### config.mk
export PLATFORM = sky130hd
export DESIGN_NAME = phy_pwrup_seq
export DESIGN_NICKNAME = d
export VERILOG_FILES = /design/src/rtl/pwrseq_pkg.sv /design/src/rtl/pwrseq_timer.sv /design/src/rtl/pwrseq_tries.sv /design/src/rtl/phy_pwrup_seq.sv
export SDC_FILE = /design/constraint.sdc
export NUM_CORES = 1
export LEC_CHECK = 0
export ABC_AREA = 1
export ABC_CLOCK_PERIOD_IN_PS = 1900
export BUFFER_PORTS_ARGS = -buffer_cell sky130_fd_sc_hd__buf_2
export CORE_ASPECT_RATIO = 1.25
export CORE_MARGIN = 3
export CORE_UTILIZATION = 30
export DETAILED_ROUTE_END_ITERATION = 8
export SLEW_MARGIN = 20
export SYNTH_ARGS = -nofsm -noshare
export SYNTH_HDL_FRONTEND = slang
export SYNTH_SLANG_ARGS = --single-unit
### constraint.sdc
create_clock -name clk -period 1.9 [get_ports clk]
set_input_delay 0.38 -clock clk [delete_from_list [all_inputs] [get_ports clk]]
set_output_delay 0.38 -clock clk [all_outputs]
set_load 0.05 [all_outputs]
### src/rtl/pwrseq_pkg.sv
package pwrseq_pkg;
    typedef enum logic [2:0] {
        ST_IDLE,
        ST_PWRUP,
        ST_REFON,
        ST_PULSE,
        ST_POLL,
        ST_DONE
    } pwrseq_state_e;

    typedef struct packed {
        pwrseq_state_e st;
        logic          err;
    } pwrseq_regs_t;
endpackage

### src/rtl/pwrseq_timer.sv
module pwrseq_timer #(
    parameter int W = 8
) (
    input  logic         clk,
    input  logic         rst_n,
    input  logic         load_i,
    input  logic [W-1:0] val_i,
    output logic         zero_o
);
    logic [W-1:0] cnt_d, cnt_q;

    always_comb begin
        cnt_d = cnt_q;
        if (load_i)
            cnt_d = val_i;
        else if (cnt_q != '0)
            cnt_d = cnt_q - 1'b1;
    end

    always_ff @(posedge clk or negedge rst_n) begin
        if (!rst_n) cnt_q <= '0;
        else        cnt_q <= cnt_d;
    end

    assign zero_o = (cnt_q == '0);
endmodule

### src/rtl/pwrseq_tries.sv
module pwrseq_tries #(
    parameter int MAX = 4
) (
    input  logic clk,
    input  logic rst_n,
    input  logic clr_i,
    input  logic inc_i,
    output logic last_o
);
    localparam int CW = $clog2(MAX + 1);

    logic [CW-1:0] cnt_d, cnt_q;

    always_comb begin
        cnt_d = cnt_q;
        if (clr_i)
            cnt_d = '0;
        else if (inc_i)
            cnt_d = cnt_q + 1'b1;
    end

    always_ff @(posedge clk or negedge rst_n) begin
        if (!rst_n) cnt_q <= '0;
        else        cnt_q <= cnt_d;
    end

    assign last_o = (cnt_q == CW'(MAX - 1));
endmodule

### src/rtl/phy_pwrup_seq.sv
module phy_pwrup_seq #(
    parameter int CLK_PER_US  = 125,
    parameter int SETTLE_US   = 10,
    parameter int STAB_US     = 200,
    parameter int PULSE_MS    = 100,
    parameter int POLL_GAP_US = 50,
    parameter int POLL_MAX    = 2000
) (
    input  logic clk,
    input  logic rst_n,
    input  logic start_i,
    input  logic shutdown_i,
    input  logic pll_locked_i,
    input  logic pin_act_high_i,
    input  logic pin_present_i,
    output logic phy_pd_o,
    output logic refclk_en_o,
    output logic board_rst_o,
    output logic phy_rst_o,
    output logic done_o,
    output logic lock_to_o
);
    import pwrseq_pkg::*;

    localparam int US_PER_MS = 1000;
    localparam int T_SETTLE  = (SETTLE_US * CLK_PER_US < 1) ? 1 : SETTLE_US * CLK_PER_US;
    localparam int T_STAB    = (STAB_US * CLK_PER_US < 1) ? 1 : STAB_US * CLK_PER_US;
    localparam int T_PULSE   = (PULSE_MS * US_PER_MS * CLK_PER_US < 1) ? 1
                             : PULSE_MS * US_PER_MS * CLK_PER_US;
    localparam int T_GAP     = (POLL_GAP_US * CLK_PER_US < 1) ? 1 : POLL_GAP_US * CLK_PER_US;
    localparam int T_MAX_A   = (T_SETTLE > T_STAB) ? T_SETTLE : T_STAB;
    localparam int T_MAX_B   = (T_PULSE > T_GAP) ? T_PULSE : T_GAP;
    localparam int T_MAX     = (T_MAX_A > T_MAX_B) ? T_MAX_A : T_MAX_B;
    localparam int TW        = $clog2(T_MAX + 1);

    pwrseq_regs_t r_d, r_q;
    logic          tmr_load, tmr_zero;
    logic [TW-1:0] tmr_val;
    logic          try_clr, try_inc, try_last;
    logic          pulse_act;

    pwrseq_timer #(.W(TW)) u_timer (
        .clk    (clk),
        .rst_n  (rst_n),
        .load_i (tmr_load),
        .val_i  (tmr_val),
        .zero_o (tmr_zero)
    );

    pwrseq_tries #(.MAX(POLL_MAX)) u_tries (
        .clk    (clk),
        .rst_n  (rst_n),
        .clr_i  (try_clr),
        .inc_i  (try_inc),
        .last_o (try_last)
    );

    always_comb begin
        r_d      = r_q;
        tmr_load = 1'b0;
        tmr_val  = '0;
        try_clr  = 1'b0;
        try_inc  = 1'b0;

        case (r_q.st)
            ST_IDLE, ST_DONE: begin
                if (start_i) begin
                    r_d.st   = ST_PWRUP;
                    r_d.err  = 1'b0;
                    tmr_load = 1'b1;
                    tmr_val  = TW'(T_SETTLE - 1);
                end
            end
            ST_PWRUP: begin
                if (tmr_zero) begin
                    r_d.st   = ST_REFON;
                    tmr_load = 1'b1;
                    tmr_val  = TW'(T_STAB - 1);
                end
            end
            ST_REFON: begin
                if (tmr_zero) begin
                    tmr_load = 1'b1;
                    if (pin_present_i) begin
                        r_d.st  = ST_PULSE;
                        tmr_val = TW'(T_PULSE - 1);
                    end else begin
                        r_d.st  = ST_POLL;
                        try_clr = 1'b1;
                    end
                end
            end
            ST_PULSE: begin
                if (tmr_zero) begin
                    r_d.st   = ST_POLL;
                    tmr_load = 1'b1;
                    try_clr  = 1'b1;
                end
            end
            ST_POLL: begin
                if (tmr_zero) begin
                    if (pll_locked_i) begin
                        r_d.st = ST_DONE;
                    end else if (try_last) begin
                        r_d.st  = ST_DONE;
                        r_d.err = 1'b1;
                    end else begin
                        tmr_load = 1'b1;
                        tmr_val  = TW'(T_GAP - 1);
                        try_inc  = 1'b1;
                    end
                end
            end
            default: r_d.st = ST_IDLE;
        endcase

        if (shutdown_i) begin
            r_d.st   = ST_IDLE;
            r_d.err  = r_q.err;
            tmr_load = 1'b1;
            tmr_val  = '0;
        end
    end

    always_ff @(posedge clk or negedge rst_n) begin
        if (!rst_n) r_q <= '{st: ST_IDLE, err: 1'b0};
        else        r_q <= r_d;
    end

    assign pulse_act   = (r_q.st == ST_PULSE);
    assign phy_pd_o    = (r_q.st == ST_IDLE);
    assign refclk_en_o = (r_q.st != ST_IDLE) && (r_q.st != ST_PWRUP);
    assign board_rst_o = pulse_act ? pin_act_high_i : ~pin_act_high_i;
    assign phy_rst_o   = (r_q.st != ST_POLL) && (r_q.st != ST_DONE);
    assign done_o      = (r_q.st == ST_DONE);
    assign lock_to_o   = r_q.err;
endmodule

; After elaboration in Yosys (flattened, before gate mapping)
; Cells that the tools add are included.
[word_totals]
regBits = 39
out_inout_bits = 6
elab_cells = 77
[op_classes]
n_addsub = 2
n_eq_ne = 19
muxes = 37
bitwise_logic = 2
n_reduce_logical = 13
[ops]
columns = op, n
row1 = two-way mux 24 bit, 5
row2 = one-hot mux 24 bit (4 select lines), 1
row3 = two-way mux 13 bit, 3
row4 = two-way mux 11 bit, 3
row5 = zero test 24 bit, 1
row6 = nonzero test 24 bit, 1
row7 = "subtractor 24 x 1 -> 24 bit, second input constant", 1
row8 = "!= test 3 bit, second input constant", 7
row9 = two-way mux 4 bit, 4
row10 = two-way mux 15 bit, 1
row11 = two-way mux 3 bit, 5
row12 = one-hot mux 3 bit (5 select lines), 1
row13 = AND reduction 6 bit, 2
row14 = "adder 11 x 1 -> 11 bit, second input constant", 1
row15 = "equality test 11 bit, second input constant", 1
row16 = two-way mux 1 bit, 11
row17 = "!= test 2 bit, second input constant", 4
row18 = "equality test 3 x 2 -> 1 bit, second input constant", 2
row19 = "equality test 3 bit, second input constant", 2
row20 = nonzero test 2 bit, 3
row21 = "!= test 4 bit, second input constant", 1
row22 = one-hot mux 1 bit (2 select lines), 2
row23 = "equality test 3 x 1 -> 1 bit, second input constant", 1
row24 = zero test 3 bit, 1
row25 = other kinds (7), 9

; Logic depth before layout (Yosys ltp)
[depth]
ltp_word = 7
mapped_depth = 13
depth_no_buf = 13

; Hierarchy
; A second synthesis with hierarchy kept.
[unflattened]
hier_cells = 435
hier_area_um2 = 2790.2
[by_module_without_submodules]
columns = mod, instances, cells_per_inst, area_each_um2, seq_area_each_um2
row1 = pwrseq_timer, 1, 254, 1619.1, 600.6
row2 = pwrseq_tries, 1, 84, 630.6, 275.3
row3 = phy_pwrup_seq, 1, 97, 540.5, 100.1

; Worst setup path before layout
; Ideal clock, no wire load.
[synth_path]
kind = register to register
from = reg r_q[2] (netlist bit)
to = reg u_timer.cnt_q[0]
setup_time_ps = 117
arrival_time_ps = 1792
required_ps = 1783
setup_slack_ps = -9
stages_incl_launch_ff = 12
path_buffers = 1
synth_period_minus_slack_ps = 1909
cell_sequence = dfrtp_1 > inv_1 > nand2_1 > nor2_2 > nor2_2 > nor2_4 > nor2_8 > buf_6 > nand3_1 > nand2_1 > nand2_1 > nand2_1
[synth_between]
elab_chain_cells = 5
elab_cells_between_ends = 14
cone_classes = 5 x eq/ne / 5 x mux / 4 x reduce/logical
[synth_lines]
columns = element, line_no
row1 = "start, declared", phy_pwrup_seq.sv:36  ; pwrseq_regs_t r_d, r_q;
row2 = "start signal, assigned", phy_pwrup_seq.sv:126  ; if (!rst_n) r_q <= '{st: ST_IDLE, err: 1'b0};
row3 = "start signal, assigned", phy_pwrup_seq.sv:127  ; else r_q <= r_d;
row4 = equality test 3 bit (*), --
row5 = named net done_o, phy_pwrup_seq.sv:20  ; output logic done_o,
row6 = OR reduction 2 bit (*), phy_pwrup_seq.sv:65  ; case (r_q.st)
row7 = one-hot mux 24 bit (4 select lines) / one-hot mux 1 bit (3 select lines) (equally long branches), phy_pwrup_seq.sv:65
row8 = two-way mux 24 bit / two-way mux 1 bit (equally long branches), phy_pwrup_seq.sv:117  ; if (shutdown_i) begin
row9 = two-way mux 24 bit / nonzero test 2 bit (equally long branches), --
row10 = "end signal, assigned", pwrseq_timer.sv:22  ; else cnt_q <= cnt_d;
row11 = "end, declared", pwrseq_timer.sv:10  ; logic [W-1:0] cnt_d, cnt_q;
; Mark *: on every way through the listed nets, which the timed path passes. The rest lies on a longest branch.
; A chain may end at the register's enable or synchronous reset.

; Final worst setup path
[layout_path]
from = reg u_timer.cnt_q[0]
to = reg u_timer.cnt_q[5]
[layout_between]
elab_chain_cells = 5
elab_cells_between_ends = 15
cone_classes = 1 x add/sub / 11 x mux / 3 x reduce/logical
[layout_lines]
columns = element
row1 = branches (longest 5 deep; another with subtractor 24 x 1 -> 24 bit)
; Several ways; the timed one is not identified. The select of a mux whose other input is x is not followed.

==> results.py <==
metrics = {
    "outcome": {
        "status": "complete, no violations",
    },
    "worst_setup_path": {
        "required_ns": 2.06,
        "timing.rr.end": "u_timer.cnt_q[5]",
        "critPathLaunchType": "flop",
        "cp_max_fo": 8,
        "timing.rr.start": "u_timer.cnt_q[0]",
        "path_class": "reg -> reg",
        "cp-end-kind": "flop",
        "r2r_cells": 11,
        "rrSetupSlack_ns": 0.04,
        "crit_path_start": "u_timer.cnt_q[0]",
        "endpoint": "u_timer.cnt_q[5]",
        "arrival_ns": 2.02,
    },
    "power_and_ir_drop": {
        "swShare": 0.490,
        "seqPwrFrac": 0.189,
        "power_frac_clock": 0.146,
        "internal_power_mw": 3.51,
        "power.density_nw_per_um2": 1820,
        "comb_power_share": 0.665,
        "ir_drop_mv": 1.03,
        "switchingPower_mw": 3.37,
        "leakage_nw": 2.00,
    },
    "yosys": {
        "synth_nets": 409,
        "synth_flop_cell": "dfrtp_1",
        "netlist_area_sq_um": 2880,
        "synth-edff-count": 0,
        "async_flop_share": 1.00,
        "syn_area_per_cell_sq_um": 7.21,
        "yosysWarnings": 0,
        "yosysSeqAreaShare": 0.338,
        "ys_types": 31,
        "ys_ff_latch": 39,
        "synthCells": 400,
    },
    "grt": {
        "grt_overflow": 0,
        "antenna_found_initial": 0,
        "grt_use_total": 0.152,
        "grt_pass1_vias": 2749,
        "grt_start_max_net_pins": 23,
        "grt_pass1_wl_microns": 13200,
    },
    "floorplan": {
        "fp.dieH_microns": 116,
        "core_sq_um": 9270,
        "io_pins": 13,
        "num_rows": 39,
        "start_util": 0.311,
        "die_x_microns": 93.7,
        "dieArea_sq_um": 10800,
    },
    "worst_hold_path": {
        "hold_class": "in -> async",
    },
    "routing": {
        "wl_microns": 7630,
        "drt_first_pass_iters": 5,
        "viasPerCell": 4.66,
        "drc_errors": 0,
        "wl_per_cell_microns": 13.1,
        "ant_nets": 0,
        "via_count": 2716,
        "drt_iter0_markers": 220,
    },
    "timing": {
        "finalSetupViolCount": 0,
        "skew_ns": 0.00616,
        "rsz0062_at_grt": "yes",
        "fmaxAchievable_mhz": 537,
        "layout_min_cycle_time_ns": 1.86,
        "fin_tns_setup_ns": 0,
        "relSlewSlack": 0.571,
        "finalHoldViolCount": 0,
        "finalMaxSlewViolations": 0,
        "tightest_slew_ns": 0.644,
        "final.hold.worst_slack_ns": 0.0465,
        "fin_crit_sh": 0.980,
    },
    "cells_and_area": {
        "layout_common_cells": "nand2_1 (93), inv_1 (49), nor2_1 (45), buf_4 (37), dfrtp_1 (36)",
        "design_area_sq_um": 3780,
        "antenna_cells": 0,
        "layout.nets": 468,
        "final_common_cell": "nand2_1",
        "drive_gt1_frac": 0.296,
        "area_growth_pct": 31.1,
    },
    "clock_tree": {
        "cts_tree": "done",
        "cts_root_buf": "clkbuf_16",
        "ctsHoldBuffers": 0,
        "path_clk_slew_ns": 0.06,
        "insertion_delay_ns": 0.28,
        "cts_buffer_depth": 2,
        "h-tree-depth": 2,
        "numCtsBuffers": 5,
        "clock_sinks": 39,
    },
    "placed_design": {
        "routabilityCongestion": 0.881,
        "place_area_sq_um": 3310,
        "port-buffer-count": 12,
        "dp_hpwl_microns": 5780,
    },
    "run": {
        "cap_violations": 0,
    },
}
-- stage by stage --
stage / power [mW] / instances / utilization / setup slack [ns]
floorplan: 4.20 / 400 / - / 0.0217
global placement: 5.26 / 564 / 0.357 / -0.198
detailed placement: 5.30 / 564 / 0.357 / -0.220
CTS: 6.39 / 573 / 0.378 / 0.00395
global route: 7.45 / 583 / 0.408 / -0.0613
finish: 6.88 / 583 / 0.408 / 0.0378
-- worst max-delay path: stages (launching register included) --
cell     delay (ns)
dfrtp_1        0.38
inv_2          0.08
ha_4           0.14
buf_6          0.11
nand3_4        0.09
nor2_4         0.15
nand3_4        0.14
nor2_8         0.17
nor2_8         0.08
buf_6          0.15
nand2_2        0.14
o22ai_2        0.09
-- layout make-up --
class	instances	area (sq um)
Inverter	59	226
Multi-Input combinational cell	298	1790
Clock inverter	2	35.0
Tap cell	123	154
Timing Repair Buffer	56	458
Sequential cell	39	980
Clock buffer	6	139
Fill cell	946	5490
-- Yosys cell counts (3+ instances only) --
cell type | count | share of area
nand4_1 | 9 | 0.020
a21oi_1 | 6 | 0.010
nand2_2 | 5 | 0.011
o22ai_1 | 3 | 0.0065
nand2_1 | 95 | 0.12
nand3b_1 | 3 | 0.0078
inv_2 | 6 | 0.0078
nand3_2 | 6 | 0.021
buf_6 | 5 | 0.020
nor3_1 | 7 | 0.012
xor2_1 | 10 | 0.030
nor2_8 | 4 | 0.028
xnor2_1 | 15 | 0.046
o31ai_1 | 3 | 0.0078
dfrtp_1 | 39 | 0.34
nor2_2 | 11 | 0.024
nor2_4 | 5 | 0.020
nand3_1 | 39 | 0.068
nor2_1 | 52 | 0.068
inv_1 | 52 | 0.068
o21ai_0 | 8 | 0.014
o21ai_1 | 6 | 0.010
-- layer usage --
layer,routed length (microns),vias to the layer above,part of all wire,GRT usage
met4,165,0,0.022,0.0453
met3,318,16,0.042,0.0273
met1,3360,1257,0.44,0.195
li1,-,1387,-,-
met2,3790,56,0.50,0.261
met5,0,-,0,0
-- repair_timing --
item                                    in CTS  in global routing
pin swaps                                    2                 15
buffers inserted                             0                  9
endpoints found under the setup margin      21                 41
hold endpoints to repair                     0                  0
gates cloned                                 1                  1
gates resized for setup                      2                 45
-- sequential cells by signal, indices dropped and copies added, names as in the netlist --
signal         cells
lock_to_o          1
r_q                3
u_tries.cnt_q     11
u_timer.cnt_q     24
-- how the worst min path moves through the flow --
stage,start,to,slack [ns],depth (start not counted)
after floorplan,rst_n,lock_to_o,0.08,0
after global placement,rst_n,r_q[2],0.35,1
after detailed placement,rst_n,r_q[2],0.36,1
after CTS,rst_n,r_q[2],0.06,1
after global routing,rst_n,r_q[2],0.07,1
final,rst_n,u_timer.cnt_q[7],0.05,1
-- power by group through the flow --
stage / registers (mW) / clock network, mW / logic [mW]
2_1_floorplan: 1.26 / 0 / 2.94
3_3_place_gp: 1.28 / 0 / 3.98
3_5_place_dp: 1.28 / 0 / 4.02
4_1_cts: 1.27 / 1.03 / 4.09
5_1_grt: 1.34 / 1.06 / 5.06
6_report: 1.30 / 1.00 / 4.58
-- kinds of logic (layout without fill, tap and decap cells) --
logic type      after synthesis  count (layout)  synth area share
flops                        39              39             0.338
fa+ha+maj                     2               2           0.00868
buf+inv                      64             123            0.0972
simple gates                241             241             0.420
xor+xnor                     25              25            0.0759
compound gates               29              30            0.0594
(Power assumes the default switching activity.)
